==> src/rtl/classg_rail_ctrl.sv <==
module classg_rail_ctrl #(
  parameter int SMP_W      = 16,
  parameter int HOLD_TICKS = 4800,
  parameter int BASE_TICKS = 480
) (
  input  logic                    clk,
  input  logic                    rst_n,
  input  logic                    smp_stb,
  input  logic signed [SMP_W-1:0] smp_left,
  input  logic signed [SMP_W-1:0] smp_right,
  input  logic        [SMP_W-1:0] level_thr,
  input  logic        [1:0]       rail_mode,
  input  logic        [2:0]       quiet_code,
  output logic                    rail_full
);
  localparam int HW   = $clog2(HOLD_TICKS + 1);
  localparam int QMAX = BASE_TICKS << 7;
  localparam int QW   = $clog2(QMAX + 1);

  function automatic logic [SMP_W-1:0] mag(input logic [SMP_W-1:0] s);
    return s[SMP_W-1] ? (~s + 1'b1) : s;
  endfunction

  logic          rail_q, forced_q;
  logic [HW-1:0] hold_q;
  logic [QW-1:0] quiet_q;
  logic [QW-1:0] quiet_len;
  logic          loud, auto_m;

  assign loud      = smp_stb && ((mag(smp_left) >= level_thr) || (mag(smp_right) >= level_thr));
  assign auto_m    = (rail_mode == 2'b00);
  assign quiet_len = QW'(BASE_TICKS) << quiet_code;
  assign rail_full = rail_q;

  always_ff @(posedge clk) begin
    if (!rst_n) begin
      rail_q   <= 1'b0;
      forced_q <= 1'b0;
      hold_q   <= '0;
      quiet_q  <= '0;
    end else begin
      forced_q <= !auto_m;
      if (!auto_m) begin
        rail_q  <= (rail_mode != 2'b10);
        hold_q  <= HW'(HOLD_TICKS);
        quiet_q <= '0;
      end else if (forced_q || loud) begin
        rail_q  <= 1'b1;
        hold_q  <= HW'(HOLD_TICKS);
        quiet_q <= '0;
      end else if (rail_q) begin
        if (hold_q != '0) begin
          hold_q <= hold_q - 1'b1;
        end else if ((quiet_q + 1'b1) >= quiet_len) begin
          rail_q  <= 1'b0;
          quiet_q <= '0;
        end else begin
          quiet_q <= quiet_q + 1'b1;
        end
      end
    end
  end
endmodule


==> config.mk <==
export PLATFORM = sky130hd
export DESIGN_NAME = classg_rail_ctrl
export DESIGN_NICKNAME = d
export VERILOG_FILES = /design/src/rtl/classg_rail_ctrl.sv
export SDC_FILE = /design/constraint.sdc
export NUM_CORES = 1
export LEC_CHECK = 0
export CORE_MARGIN = 5
export CORE_UTILIZATION = 60
export CTS_CLUSTER_SIZE = 40
export DETAILED_ROUTE_END_ITERATION = 16
export DONT_BUFFER_PORTS = 1
export GPL_TIMING_DRIVEN = 0
export PLACE_DENSITY_LB_ADDON = 0.08
export SLEW_MARGIN = 40
export SYNTH_ARGS = -nofsm -noshare
export SYNTH_HDL_FRONTEND = slang
export SYNTH_SLANG_ARGS = --single-unit
==> constraint.sdc <==
create_clock -name clk -period 3.4 [get_ports clk]
set_input_delay 0.17 -clock clk [delete_from_list [all_inputs] [get_ports clk]]
set_output_delay 0.17 -clock clk [all_outputs]
set_load 0.03 [all_outputs]
==> flow_metrics.env <==
export IMPL_status="finished, final reports clean"
export IMPL_place_port_buffers=0
export IMPL_finalHoldViolations=0
export IMPL_leakage_nw=1.44
export IMPL_grt_antenna_before_repair=0
export IMPL_power_ir_vdd_worst_mv=0.281
export IMPL_globalRoute_totalOverflow=0
export IMPL_core_area_mm2=0.00517
export IMPL_grt_pass1_wl_um=12800
export IMPL_pwr_density_cell_mw_per_mm2=277
export IMPL_numClockSinks=31
export IMPL_synth_ff_latch_count=31
export IMPL_gp_congestion=0.891
export IMPL_synthArstFlopShare_pct=0
export IMPL_worst_min_delay_path_endpoint="rail_full"
export IMPL_detail_route_wirelength_um=7530
export IMPL_dp_hpwl_um=6030
export IMPL_critPathCaptureType="flop"
export IMPL_timing_final_crit_share_pct=90.9
export IMPL_critPathTopFamily="compound AO/OA/AOI/OAI gates"
export IMPL_via_count=2958
export IMPL_grt_pass1_vias=2907
export IMPL_ys_warn_count=0
export IMPL_worst_setup_timing_slack_at_the_placement_stage_ns=0.0340
export IMPL_numCtsBuffers=5
export IMPL_worst_skew_pair_late_latency_ns=0.29
export IMPL_syn_num_nets=515
export IMPL_holdCritPathClass="input pin to flop"
export IMPL_yosysUniqueCellTypes=50
export IMPL_path_max_fanout=10
export IMPL_ctsLongestPathBuffers=2
export IMPL_total_design_power_uw=974
export IMPL_antennaDiodeCount=0
export IMPL_avgSynthCellArea_um2=7.94
export IMPL_chipHeight_um=83.6
export IMPL_placement_rows=26
export IMPL_timing_fmax_mhz=324
export IMPL_maxCapViolations=0
export IMPL_slowest_delay_ns=0.47
export IMPL_holdPathStages=1
export IMPL_rr_startpoint="quiet_q[3]"
export IMPL_cp_cell_sequence="nand4_1 -> nor2_2 -> and4_1 -> xor2_1 -> ha_1 -> a21o_1 -> a21o_1 -> buf_1 -> a211oi_4 -> buf_6 -> nand2_1 -> a21oi_1"
export IMPL_multi_input_area_mm2=0.00248
export IMPL_final_period_minus_worst_setup_slack_ns=3.09
export IMPL_final_fill_count=449
export IMPL_synth_enable_flop_cells=0
export IMPL_vias_per_cell=5.99
export IMPL_worst_r2r_path_depth=12
export IMPL_rsz0062_at_grt="false"
export IMPL_r2r_slack_ns=0.31
export IMPL_grt_total_usage_pct=21.5
export IMPL_critPathMostFrequentCell="a21o_1"
export IMPL_first_pass_iters=4
export IMPL_cts_htree_levels=2
export IMPL_tightest_slew_ns=0.532
export IMPL_io_pins=57
export IMPL_yosysSeqAreaShare_pct=19.1
export IMPL_drcViolationCount=0
export IMPL_largest_net_degree_at_the_start_of_global_routing=11
export IMPL_number_of_cells_on_the_critical_path=12
export IMPL_slew_viol_final=0
export IMPL_seqCellArea_um2=621
export IMPL_worst_hold_start="rst_n"
export IMPL_clk_transition_reported_paths_ns=0.07
export IMPL_postSynthCellCount=410
export IMPL_primary_flip_flop_cell_chosen_by_synthesis_mapping="dfxtp_1"
export IMPL_postLayoutSetupSlackWorst_ns=0.310
export IMPL_drtIter0Drc=113
export IMPL_cp_buffers_inverters=2
export IMPL_tritoncts_clock_tree="yes"
export IMPL_worst_clock_skew_ns=0.00303
export IMPL_clock_tree_root_buffer_cell="clkbuf_8"
export IMPL_totalNegativeSetupSlack_ns=0
export IMPL_critPathArrivalTime_ns=3.30
export IMPL_final_util_pct=67.9
export IMPL_timing_critical_path_required_ns=3.61
export IMPL_die_x_um=83.6
export IMPL_maxSlewHeadroom_pct=64.5
export IMPL_share_of_final_layout_standard_cells_stronger_than_drive_strength_1_pct=5.66
export IMPL_dieArea_mm2=0.00700
export IMPL_path_class="flop to flop"
export IMPL_worstSetupStartpointType="flop"
export IMPL_antenna_violating_nets_remaining=0
export IMPL_finalSetupViolCount=0
export IMPL_slowest_stage="dfxtp_1"
export IMPL_syn2layout_area_growth_pct=7.88
export IMPL_routedWlPerCell_um=15.2
export IMPL_nNetsFinal=528
export IMPL_rr_endpoint="quiet_q[4]"
export IMPL_start_util_pct=62.9
export IMPL_synthesis_area_mm2=0.00325
-- layout make-up --
type | instances | area share (%)
clock buffers | 7 | 2.74
plain buffers | 9 | 1.39
clock inverters | 1 | 0.214
inverters | 30 | 3.21
multi-input cells | 339 | 70.7
flip-flops and latches | 31 | 17.7
well taps | 70 | 2.49
repair buffers | 7 | 1.57
-- kinds of logic after synthesis --
logic type                 after synthesis  synth area share [%]
AOI/OAI and AO/OA                      100                  20.8
xor gates and xnor gates                49                  13.2
adders and majority gates               49                  18.8
buffers and inverters                   40                  5.08
DFF                                     31                  19.1
muxes                                    1                 0.308
and+or+nand+nor                        140                  22.7
-- worst max-delay path by stage --
stage	startpoint	to	slack (ns)
2_1_floorplan	quiet_q[3]	quiet_q[12]	0.64
5_1_grt	quiet_q[3]	quiet_q[14]	0.05
6_report	quiet_q[3]	quiet_q[4]	0.31
3_3_place_gp	smp_right[5]	quiet_q[8]	0.04
4_1_cts	quiet_q[3]	quiet_q[4]	0.11
3_5_place_dp	smp_right[5]	hold_q[2]	0.03
-- layer usage --
metal	GRT usage, %	wire length [µm]	up-vias	share of wire [%]
li1	-	-	1519	-
met1	24.3	3140	1336	42
met2	39.3	3770	88	50
met3	4.54	473	15	6.3
met4	7.89	146	0	1.9
met5	0	0	-	0
-- report_power, final --
| part | leakage (nW) | internal (mW) | switching [mW] | total [mW] |
|---|---|---|---|---|
| clock | 0.0505 | 0.184 | 0.152 | 0.336 |
| sequential | 0.252 | 0.370 | 0.0118 | 0.382 |
| combinational | 1.14 | 0.118 | 0.138 | 0.256 |
-- metrics by stage --
step	instance area [µm²]	hold WS (ns)	cells
final	3510	0.0153	494
after global routing	3510	0.00869	494
after CTS	3460	0.00893	489
after detailed placement	3340	0.295	480
after global placement	3340	0.298	480
after floorplan	3250	0.287	410
-- registers in the layout, summed over array words and instances (netlist names) --
signal and count:
hold_q 13, rail_full 1, quiet_q 16, forced_q 1
-- cell usage in the layout, fill, tap and decap left out, types with 8 or more instances in the layout --
cell / n
a211oi_1: 11
a21oi_1: 17
dfxtp_1: 31
ha_1: 49
inv_1: 30
nand2_1: 31
nand3_1: 15
nor2_1: 34
nor3_1: 8
o21ai_0: 27
xnor2_1: 39
xor2_1: 10
-- synth_stat cells, types with 7 or more instances --
master    number  share of area (%)
ha_1          49                 19
xnor2_1       39                 10
nor2_1        35                4.0
dfxtp_1       31                 19
nand2_1       31                3.6
inv_1         30                3.5
o21ai_0       27                4.2
a21oi_1       17                2.6
nand3_1       15                2.3
a211oi_1      11                2.5
xor2_1        10                2.7
nor3_1         9                1.4
a21o_1         7                1.6
a22oi_1        7                1.6
nand3b_1       7                1.6
nand4_1        7                1.3
-- repair_timing --
| action | 4_1_cts | 5_1_grt |
|---|---|---|
| buffers inserted | 0 | 6 |
| hold buffers | 1 | 0 |
| endpoints found under the hold margin | 5 | 0 |
| resized for setup | 0 | 3 |
| setup endpoints to repair | 0 | 24 |
(Power assumes the default switching activity.)
